[src/rtl/uvq_pkg.sv]
package uvq_pkg;

  // Round a time span up to a whole number of clock cycles.
  function automatic int unsigned span_cycles(input int unsigned span_ns,
                                              input int unsigned period_ns);
    return (span_ns + period_ns - 1) / period_ns;
  endfunction

  typedef struct packed {
    logic lv;
    logic hv;
  } supply_flags_t;

endpackage

[src/rtl/uvq_sync.sv]
module uvq_sync #(
  parameter int unsigned STAGES = 2
) (
  input  logic clk,
  input  logic rst,
  input  logic d_i,
  output logic q_o
);

  generate
    if (STAGES == 0) begin : g_bypass
      assign q_o = d_i;
    end else begin : g_chain
      logic [STAGES-1:0] stage_q;
      for (genvar i = 0; i < STAGES; i++) begin : g_stage
        always_ff @(posedge clk) begin
          if (rst) begin
            stage_q[i] <= 1'b0;   // reset reads as "supply bad"
          end else if (i == 0) begin
            stage_q[i] <= d_i;
          end else begin
            stage_q[i] <= stage_q[(i == 0) ? 0 : i-1];
          end
        end
      end
      assign q_o = stage_q[STAGES-1];
    end
  endgenerate

endmodule

[src/rtl/uvq_dropout_filter.sv]
module uvq_dropout_filter #(
  parameter int unsigned LIMIT = 75
) (
  input  logic clk,
  input  logic rst,
  input  logic ok_i,
  output logic good_o
);

  localparam int unsigned CW = (LIMIT < 2) ? 1 : $clog2(LIMIT);
  localparam logic [CW-1:0] LAST = CW'(LIMIT - 1);

  logic [CW-1:0] run_q;
  logic          good_q;

  // Negative-going runs are counted, positive returns are taken at once.
  always_ff @(posedge clk) begin
    if (rst) begin
      good_q <= 1'b0;
      run_q  <= '0;
    end else if (ok_i) begin
      good_q <= 1'b1;
      run_q  <= '0;
    end else if (run_q == LAST) begin
      good_q <= 1'b0;
    end else begin
      run_q  <= run_q + 1'b1;
    end
  end

  assign good_o = good_q;

  AST_SHORT_DIP_HELD: assert property (@(posedge clk) disable iff (rst)
    (good_q && !ok_i && run_q < LAST) |=> good_q);
  AST_FULL_DIP_DROPS: assert property (@(posedge clk) disable iff (rst)
    (!ok_i && run_q == LAST) |=> !good_q);
  AST_FAST_RECOVERY: assert property (@(posedge clk) disable iff (rst)
    ok_i |=> good_q);

endmodule

[src/rtl/uvq_hs_arm.sv]
module uvq_hs_arm (
  input  logic clk,
  input  logic rst,
  input  logic hv_good_i,
  input  logic cmd_i,
  output logic permit_o
);

  logic armed_q;
  logic cmd_prev_q;
  logic rise;

  assign rise     = cmd_i & ~cmd_prev_q;
  assign permit_o = hv_good_i & (armed_q | rise);

  always_ff @(posedge clk) begin
    if (rst) begin
      armed_q    <= 1'b0;
      cmd_prev_q <= 1'b0;
    end else begin
      armed_q    <= permit_o;   // cleared by a bad supply, set by an edge
      cmd_prev_q <= cmd_i;
    end
  end

  AST_REARM_NEEDS_EDGE: assert property (@(posedge clk) disable iff (rst)
    ($rose(hv_good_i) && !(cmd_i && !cmd_prev_q)) |-> !permit_o);
  AST_DISARM_ON_LOSS: assert property (@(posedge clk) disable iff (rst)
    !hv_good_i |=> !armed_q);

endmodule

[src/rtl/dual_supply_uvlo.sv]
module dual_supply_uvlo #(
  parameter int unsigned CLK_PERIOD_NS = 20,
  parameter int unsigned LV_DROP_NS    = 1500,
  parameter int unsigned HV_DROP_NS    = 1300,
  parameter int unsigned SYNC_STAGES   = 2
) (
  input  logic clk,
  input  logic rst,
  input  logic lv_cmp_ok,
  input  logic hv_cmp_ok,
  input  logic hi_cmd,
  input  logic lo_cmd,
  output logic hi_gate,
  output logic lo_gate,
  output logic lv_fault
);

  import uvq_pkg::*;

  localparam int unsigned LV_N = (span_cycles(LV_DROP_NS, CLK_PERIOD_NS) < 1) ? 1
                                 : span_cycles(LV_DROP_NS, CLK_PERIOD_NS);
  localparam int unsigned HV_N = (span_cycles(HV_DROP_NS, CLK_PERIOD_NS) < 1) ? 1
                                 : span_cycles(HV_DROP_NS, CLK_PERIOD_NS);

  supply_flags_t cmp_s;
  supply_flags_t good;
  logic          hi_permit;
  logic          hi_gate_q, lo_gate_q, fault_q;

  uvq_sync #(.STAGES(SYNC_STAGES)) u_sync_lv (
    .clk(clk), .rst(rst), .d_i(lv_cmp_ok), .q_o(cmp_s.lv));
  uvq_sync #(.STAGES(SYNC_STAGES)) u_sync_hv (
    .clk(clk), .rst(rst), .d_i(hv_cmp_ok), .q_o(cmp_s.hv));

  uvq_dropout_filter #(.LIMIT(LV_N)) u_filt_lv (
    .clk(clk), .rst(rst), .ok_i(cmp_s.lv), .good_o(good.lv));
  uvq_dropout_filter #(.LIMIT(HV_N)) u_filt_hv (
    .clk(clk), .rst(rst), .ok_i(cmp_s.hv), .good_o(good.hv));

  uvq_hs_arm u_arm (
    .clk(clk), .rst(rst), .hv_good_i(good.hv), .cmd_i(hi_cmd), .permit_o(hi_permit));

  always_ff @(posedge clk) begin
    if (rst) begin
      hi_gate_q <= 1'b0;
      lo_gate_q <= 1'b0;
      fault_q   <= 1'b1;
    end else begin
      hi_gate_q <= hi_cmd & hi_permit & good.lv;
      lo_gate_q <= lo_cmd & good.lv;
      fault_q   <= ~good.lv;
    end
  end

  assign hi_gate  = hi_gate_q;
  assign lo_gate  = lo_gate_q;
  assign lv_fault = fault_q;

  AST_LV_LOSS_ALL_OFF: assert property (@(posedge clk) disable iff (rst)
    !good.lv |=> (!lo_gate && !hi_gate));
  AST_HV_LOSS_HI_OFF: assert property (@(posedge clk) disable iff (rst)
    !good.hv |=> !hi_gate);
  AST_FAULT_SET: assert property (@(posedge clk) disable iff (rst)
    !good.lv |=> lv_fault);
  AST_FAULT_CLEAR: assert property (@(posedge clk) disable iff (rst)
    good.lv |=> !lv_fault);
  AST_LO_FOLLOWS: assert property (@(posedge clk) disable iff (rst)
    good.lv |=> (lo_gate == $past(lo_cmd)));

endmodule

[config.mk]
export PLATFORM = sky130hd
export DESIGN_NAME = dual_supply_uvlo
export DESIGN_NICKNAME = d
export VERILOG_FILES = /design/src/rtl/uvq_pkg.sv /design/src/rtl/uvq_sync.sv /design/src/rtl/uvq_dropout_filter.sv /design/src/rtl/uvq_hs_arm.sv /design/src/rtl/dual_supply_uvlo.sv
export SDC_FILE = /design/constraint.sdc
export NUM_CORES = 1
export LEC_CHECK = 0
export BUFFER_PORTS_ARGS = -buffer_cell sky130_fd_sc_hd__buf_4
export CORE_ASPECT_RATIO = 1.1
export CORE_MARGIN = 2
export CORE_UTILIZATION = 50
export CTS_BUF_LIST = sky130_fd_sc_hd__clkbuf_8
export CTS_CLUSTER_DIAMETER = 50
export DETAILED_ROUTE_END_ITERATION = 10
export PLACE_DENSITY_LB_ADDON = 0.25
export SLEW_MARGIN = 20
export SYNTH_ARGS = -nofsm -noshare
export SYNTH_HDL_FRONTEND = slang
export SYNTH_SLANG_ARGS = --single-unit
[constraint.sdc]
create_clock -name clk -period 1.9 [get_ports clk]
set_input_delay 0.095 -clock clk [delete_from_list [all_inputs] [get_ports clk]]
set_output_delay 0.095 -clock clk [all_outputs]
set_load 0.05 [all_outputs]
Yosys cells after proc, flatten, opt, wreduce, memory -nomap -nowiden
Index checks and enable logic that the tools add are counted.
{"block": "word_totals", "inputBits": 6, "out_inout_bits": 3, "ff_bits": 25, "word_cells": 33}
{"block": "op_classes", "reduce_logical": 4, "addsub": 2, "n_bitwise": 8, "n_eq_ne": 2, "muxes": 4}
{"operator": "$add 7x1->7 const B", "n": 2}
{"operator": "$eq 7x7->1 const B", "n": 2}
{"operator": "$and 1x1->1", "n": 5}
{"operator": "$mux 1", "n": 4}
{"operator": "$reduce_bool 2->1", "n": 2}
{"operator": "$reduce_or 2->1", "n": 2}
{"operator": "$not 1->1", "n": 2}
{"operator": "$or 1x1->1", "n": 1}

Logic depth before layout (Yosys ltp)
Gate-level depths: netlist of the first run.
{"block": "logic_depth", "word_depth": 6, "depth_mapped": 5, "ltp_nobuf": 5}

Modules after synthesis
From an unflattened synthesis of the first run, not the netlist that was laid out.
{"block": "unflattened", "hier_cells": 105, "hier_area_um2": 1018.5}
{"module": "uvq_dropout_filter at u_filt_hv", "area_per_inst_um2": 386.6, "seq_area_each_um2": 160.2, "instances": 1, "cells_each": 43}
{"module": "uvq_dropout_filter at u_filt_lv", "area_per_inst_um2": 359.1, "seq_area_each_um2": 160.2, "instances": 1, "cells_each": 41}
{"module": "uvq_sync", "area_per_inst_um2": 52.6, "seq_area_each_um2": 40.0, "instances": 2, "cells_each": 4}
{"module": "dual_supply_uvlo", "area_per_inst_um2": 86.3, "seq_area_each_um2": 60.1, "instances": 1, "cells_each": 6}
{"module": "uvq_hs_arm", "area_per_inst_um2": 81.3, "seq_area_each_um2": 40.0, "instances": 1, "cells_each": 7}

Worst setup path before layout of the first run
Ideal clock, no wire load.
{"block": "synth_timing", "path_type": "register to register", "startpoint": "reg u_filt_hv.run_q[4]", "endpoint": "reg u_filt_hv.good_q, in the netlist u_filt_hv.good_o", "path_buffers": 0, "t_required_ps": 1770, "setup_time_ps": 130, "t_arrival_ps": 1166, "setup_slack_ps": 604, "path_stages_with_launch": 4, "synth_period_minus_slack_ps": 1296, "cell_sequence": "dfxtp_1 -> or4_4 -> nor2_1 -> o22ai_1"}
{"block": "synth_between", "elab_chain_cells": 2}
{"item": "start, declared", "line": "uvq_dropout_filter.sv:13", "text": "logic [CW-1:0] run_q;"}
{"item": "start signal, assigned", "line": "uvq_dropout_filter.sv:27", "text": "run_q <= run_q + 1'b1;"}
{"item": "$eq 7x7->1", "line": "uvq_dropout_filter.sv:24", "text": "end else if (run_q == LAST) begin"}
{"item": "$reduce_bool 2->1 (no line)"}
{"item": "end signal, assigned", "line": "uvq_dropout_filter.sv:19", "text": "good_q <= 1'b0;"}
{"item": "end signal, assigned", "line": "uvq_dropout_filter.sv:22", "text": "good_q <= 1'b1;"}
{"item": "end signal, assigned", "line": "uvq_dropout_filter.sv:25", "text": "good_q <= 1'b0;"}
{"item": "end, declared", "line": "uvq_dropout_filter.sv:14", "text": "logic good_q;"}
Every way passes these cells.
A chain may end at the register's enable or synchronous reset.

Worst setup path after layout of the first run
{"block": "layout_timing", "startpoint": "reg u_filt_lv.run_q[2]", "endpoint": "reg u_filt_lv.good_q, in the netlist u_filt_lv.good_o"}
{"block": "layout_between", "elab_chain_cells": 2}
{"item": "start, declared", "line": "uvq_dropout_filter.sv:13"}
{"item": "start signal, assigned", "line": "uvq_dropout_filter.sv:27"}
{"item": "$eq 7x7->1", "line": "uvq_dropout_filter.sv:24"}
{"item": "$reduce_bool 2->1 (no line)"}
{"item": "end signal, assigned", "line": "uvq_dropout_filter.sv:19"}
{"item": "end signal, assigned", "line": "uvq_dropout_filter.sv:22"}
{"item": "end signal, assigned", "line": "uvq_dropout_filter.sv:25"}
{"item": "end, declared", "line": "uvq_dropout_filter.sv:14"}
Every way passes these cells.

==> results of run 1 <==
==> registers in the layout, summed over array words and instances, names as in the netlist <==
signal,count
u_arm.armed_q,1
u_filt_hv.run_q,7
u_filt_lv.run_q,7
lv_fault,1
u_sync_hv.q_o,1
u_sync_hv.g_chain.stage_q,1
u_arm.cmd_prev_q,1
u_filt_lv.good_o,1
u_sync_lv.q_o,1
u_filt_hv.good_o,1
lo_gate,1
hi_gate,1
u_sync_lv.g_chain.stage_q,1
==> worst max-delay path, stage by stage (launching register included) <==
cell,delay [ns]
dfxtp_1,0.35
or4b_4,0.58
nor2_1,0.25
o22ai_1,0.10
==> logic make-up after synthesis <==
group,after synthesis,synth area share
AO/OA/AOI/OAI,16,0.101
XOR/XNOR,6,0.0522
adder cells (fa/ha/maj),4,0.0498
buffers and inverters,10,0.0373
flip-flops,25,0.498
AND/OR/NAND/NOR,46,0.262
==> metrics by stage <==
step | cell area (sq um) | utilization | hold WS [ns] | cells | total power, uW
final | 1130 | 0.580 | 0.0479 | 144 | 922
after global routing | 1130 | 0.580 | 0.0410 | 144 | 974
after floorplan | 1010 | - | 0.207 | 107 | 624
after detailed placement | 1090 | 0.557 | 0.316 | 140 | 645
after CTS | 1130 | 0.580 | 0.0468 | 144 | 935
after global placement | 1090 | 0.557 | 0.305 | 140 | 643
==> metal layers <==
metal / vias to the layer above / routed length, um
met4: 0 / 14
met2: 7 / 745
met1: 327 / 684
met3: 2 / 22
li1: 380 / -
met5: - / 0
==> cells in the mapped netlist <==
master and count:
dfxtp_1 25, nor3_1 9, inv_1 7, nand2_1 7
nor2_1 7, nand3_1 5, nor2b_1 5, a21oi_1 4
ha_1 4, o21ai_0 4, or3_1 4, xor2_1 4
clkbuf_1 3, nand2b_1 2, nor3b_2 2, o21ai_1 2
o22ai_1 2, or2_2 2, xnor2_1 2, a211oi_1 1
nor3_2 1, o211ai_1 1, o21a_1 1, o41ai_2 1
or4_4 1, or4b_4 1
==> worst paths after layout <==
path                                     start                            to  slack [ns]  cells after the start
setup / recovery            u_filt_lv.run_q[2]              u_filt_lv.good_o        0.50                      3
hold / removal                       lv_cmp_ok  u_sync_lv.g_chain.stage_q[0]        0.05                      2
setup reg to reg            u_filt_lv.run_q[2]              u_filt_lv.good_o        0.50                      3
hold reg to reg   u_sync_hv.g_chain.stage_q[0]                 u_sync_hv.q_o        0.45                      1
==> final cells by class <==
type	instances	area (sq um)	area share
repair buffers	8	60.1	0.0529
inverters	7	26.3	0.0232
flip-flops and latches	25	500	0.441
multi-input cells	72	468	0.412
clock inverters	1	3.75	0.00331
clock buffers	3	41.3	0.0364
well taps	28	35.0	0.0309
==> power breakdown <==
part | switching (uW) | internal, uW | leakage, uW
Clock | 147 | 144 | 0.0000269
Combinational | 35.9 | 36.7 | 0.000196
Sequential | 15.3 | 543 | 0.000204
==> parameters.txt, run 1 <==
Parameter                              Value

Die
  Die area    2390 sq um
  Initial cell density of the core    0.514
  Total I/O pin count    9
  Rows    17
  Vert. Die Dim    51.0 um
  Standard cell core area    1960 sq um
  Die width    46.8 um

Setup path
  Nature of the critical path endpoint    flip-flop
  Setup crit start kind    flip-flop
  Worst-path maximum fanout    5
  Data required time at the worst endpoint    2.04 ns
  Type of the worst setup path    flip-flop to flip-flop
  Critical path data arrival time    1.54 ns

Global routing
  Met2 track demand over resource    0.260
  Initial antenna violation count    0
  Largest net degree at the start of global routing    14
  Wire length of the first global-routing pass    2570 um
  Most used routing layer in global routing    met2
  GRT met3 Usage    0.0318
  Met1 usage    0.167
  GR Overflow Total    0
  GR Util All Layers    0.148
  Number of global-route vias before repair    657

Cells and area
  Most frequent cells in the layout    25 x dfxtp_1, 9 x nor3_1, 8 x inv_1, 8 x buf_4
  Fraction of layout instances using a drive strength above 1    0.164
  Layout filler cell count    188
  Antenna diode count    0
  Layout Area Growth over Synthesis    12.8%
  Most common library cell in the layout ignoring fill and taps    dfxtp_1
  Count of nets after finishing    127

Clocking
  Post-CTS Repair Setup Buffers    0
  CTS HTree Levels    1
  Clock latency of the later-clocked register in the worst-skew pair    0.25 ns
  Clock-pin transition on the worst setup and hold timing paths    0.08 ns
  CTS tree    done
  Count of hold-fix buffers inserted at cts    0
  Resize count post-CTS    0
  Root buf cell    clkbuf_8
  Num Clock Sinks    25
  CTS max path bufs    2
  Cts bufs inserted    3

Placement
  Post-detailed-placement half-perimeter wirelength    1160 um
  Post-place setup slack    0.495 ns
  Port-buffer cells    8
  Weighted congestion reported at the end of routability-driven placement    0.765

Detailed routing
  Via count    716
  Number of vias per cell after detailed routing    4.97
  Iter 0 DRT Violations    9
  DRC violations left    0
  Final ANT Viol Nets    0
  First drt pass iteration count    3
  Final routed wirelength across all metal layers    1470 um
  Wire length per cell    10.2 um

Synthesis
  Count of different cell masters after synthesis    26
  Cells after Synth    107
  Portion of the post-synthesis area used by sequential elements    0.498
  Cells taking the most area after synthesis    dfxtp_1 50%, ha_1 5.0%, nor3_1 4.5%
  Yosys warns    0
  Post-synthesis area per instance    9.40 sq um
  Post-synthesis instance area    1010 sq um
  Number of register bits inferred by synthesis    25
  Largest area contributor in the netlist    dfxtp_1
  Area share of the largest cell type after synthesis    0.498
  Net count after synthesis    117

Timing
  Highest clock frequency the design can meet    715 MHz
  Count of endpoints failing hold in the final timing report    0
  Worst max-slew margin expressed relative to the limit    0.815
  Post-layout worst setup margin    0.500 ns
  Post-layout minimum cycle time    1.40 ns
  Largest clock skew in the final design    0.00123 ns
  Final max-slew violation count    0
  Setup total negative slack    0 ns
  Unrepaired setup endpoints after global routing    no
  Tcrit/Tclk final    0.737
  Actual transition at the worst max-transition pin    0.277 ns
  Final setup fails    0

Worst hold path
  Worst min-delay path class    primary input to flip-flop

Pwr
  Maximum vdd ir drop    0.000493 V
  Power density cells    813 nW/um^2
  Leak pwr    0.000427 uW

Flow run
  Max capacitance violation total    0

Run status
  Run status    finished clean
(Power assumes the default switching activity.)
==> run 2: changes to the inputs <==
clock period = 1.5 ns   (was 1.9 ns; I/O delays follow)
==> run 2 against run 1 <==
Worst hold slack got worse by 0.028 ns. Sequential share of layout area decreased by 0.43 points. Worst setup slack got worse by 0.38 ns. Critical endpoint is now u_filt_hv.good_o.
==> parameters.txt, run 2 (synthesis gave the netlist of run 1 again) <==
Parameter                              Value

Timing
  Actual transition at the worst max-transition pin    0.248 ns
  Tcrit/Tclk final    0.921
  Highest clock frequency the design can meet    724 MHz
  Count of endpoints failing hold in the final timing report    0
  Final setup fails    0
  Setup total negative slack    0 ns
  Unrepaired setup endpoints after global routing    no
  Worst max-slew margin expressed relative to the limit    0.834
  Post-layout minimum cycle time    1.38 ns
  Final max-slew violation count    0
  Largest clock skew in the final design    0.00307 ns

Detailed routing
  First drt pass iteration count    4
  Final ANT Viol Nets    0
  Final routed wirelength across all metal layers    1470 um
  Number of vias per cell after detailed routing    4.98
  Via count    722
  Iter 0 DRT Violations    6
  DRC violations left    0
  Wire length per cell    10.1 um

Placement
  Post-detailed-placement half-perimeter wirelength    1110 um
  Placed insts    141
  Port-buffer cells    8
  Weighted congestion reported at the end of routability-driven placement    0.781

Global routing
  Wire length of the first global-routing pass    2610 um
  Largest net degree at the start of global routing    15
  GR Util All Layers    0.153
  Number of global-route vias before repair    658
  GR Overflow Total    0
  Initial antenna violation count    0

Cells and area
  Most frequent cells in the layout    25 x dfxtp_1, 9 x nor3_1, 9 x buf_4
  Count of nets after finishing    128
  Most common library cell in the layout ignoring fill and taps    dfxtp_1
  Post-Layout Cell Count    145
  Utilization of the core after routing    0.586
  Fraction of layout instances using a drive strength above 1    0.188
  Layout Area Growth over Synthesis    13.9%
  Antenna diode count    0
  Largest registers    u_filt_hv.run_q x7, u_filt_lv.run_q x7
  Layout filler cell count    186

Die
  Initial cell density of the core    0.514
  Standard cell core area    1960 sq um
  Rows    17
  Die width    46.8 um
  Vert. Die Dim    51.0 um
  Die area    2390 sq um
  Total I/O pin count    9

Setup path
  Nature of the critical path endpoint    flip-flop
  Worst-path maximum fanout    5
  Worst r2r src    u_filt_hv.run_q[4]
  Critical path's largest stage delay    0.57 ns
  CP cell instances    or4_4 -> nor2_1 -> o22ai_1
  Length in cells of the worst reg-to-reg path    3
  Endpoint of the worst register-to-register path    u_filt_hv.good_o
  Data required time at the worst endpoint    1.64 ns
  Type of the worst setup path    flip-flop to flip-flop
  Setup crit start kind    flip-flop
  Critical path data arrival time    1.53 ns
  CP max stage cell    or4_4
  Worst reg2reg setup slack    0.12 ns

Worst hold path
  Cell count of the worst hold path    2
  Worst-case hold path end point    u_sync_lv.g_chain.stage_q[0]
  Worst min-delay path class    primary input to flip-flop
  HP Start    lv_cmp_ok

Clocking
  Root buf cell    clkbuf_8
  Num Clock Sinks    25
  Clock latency of the later-clocked register in the worst-skew pair    0.26 ns
  Cts bufs inserted    3
  Count of hold-fix buffers inserted at cts    0
  Clock-pin transition on the worst setup and hold timing paths    0.08 ns
  CTS max path bufs    2
  CTS tree    done
  CTS HTree Levels    1

Run status
  Run status    finished clean

Pwr
  Leak pwr    0.000431 uW
  Power Total    1180 uW
  Maximum vdd ir drop    0.000826 V
  Power density cells    1030 nW/um^2

Flow run
  Max capacitance violation total    0
[run 2: how the worst max path moves through the flow]
stage / endpoint / slack [ns] / startpoint
after floorplan: u_filt_hv.good_o / 0.20 / u_filt_hv.run_q[4]
after global placement: u_filt_lv.good_o / 0.14 / u_filt_lv.run_q[2]
after detailed placement: u_filt_hv.good_o / 0.11 / u_filt_hv.run_q[4]
after CTS: u_filt_hv.good_o / 0.11 / u_filt_hv.run_q[4]
after global routing: u_filt_hv.good_o / 0.03 / u_filt_hv.run_q[4]
final: u_filt_hv.good_o / 0.12 / u_filt_hv.run_q[4]
[run 2: repair_timing]
| action | CTS | global route |
|---|---|---|
| endpoints found under the setup margin | 0 | 2 |
| setup buffers | 0 | 0 |
| gates resized for setup | 0 | 1 |
[run 2: through the flow]
stage                     cell area, sq um  hold slack (ns)  setup slack, ns
after detailed placement              1100            0.294            0.109
after floorplan                       1010            0.187            0.204
after global placement                1100            0.285            0.140
after global routing                  1150           0.0131           0.0272
final                                 1150           0.0198            0.119
after CTS                             1140           0.0115            0.112
[run 2: worst max-delay path, delay by kind of cell (launching register included)]
kind            cells  cell delay (ns)
compound gates      1             0.12
flops               1             0.34
simple gates        2             0.80
[run 2: layout make-up]
type | instances | area [sq um] | share of cell area
clock buffer | 3 | 41.3 | 0.0360
clock inverter | 1 | 5.00 | 0.00437
inverter | 7 | 26.3 | 0.0229
multi-input combinational | 72 | 470 | 0.410
sequential | 25 | 500 | 0.437
tap | 28 | 35.0 | 0.0306
timing repair buffer | 9 | 67.6 | 0.0590
[run 2: report_power, final]
part	switching (uW)	total, uW	internal [uW]
clock network	195	380	185
logic	46.6	93.5	46.8
registers	19.7	708	688
total	261	1180	920
[run 2: routing by layer]
metal | GRT usage | up-vias | share of wire
li1 | - | 382 | -
met1 | 0.176 | 325 | 0.47
met2 | 0.247 | 11 | 0.48
met3 | 0.0318 | 4 | 0.025
met4 | 0.0972 | 0 | 0.020
met5 | 0 | - | 0
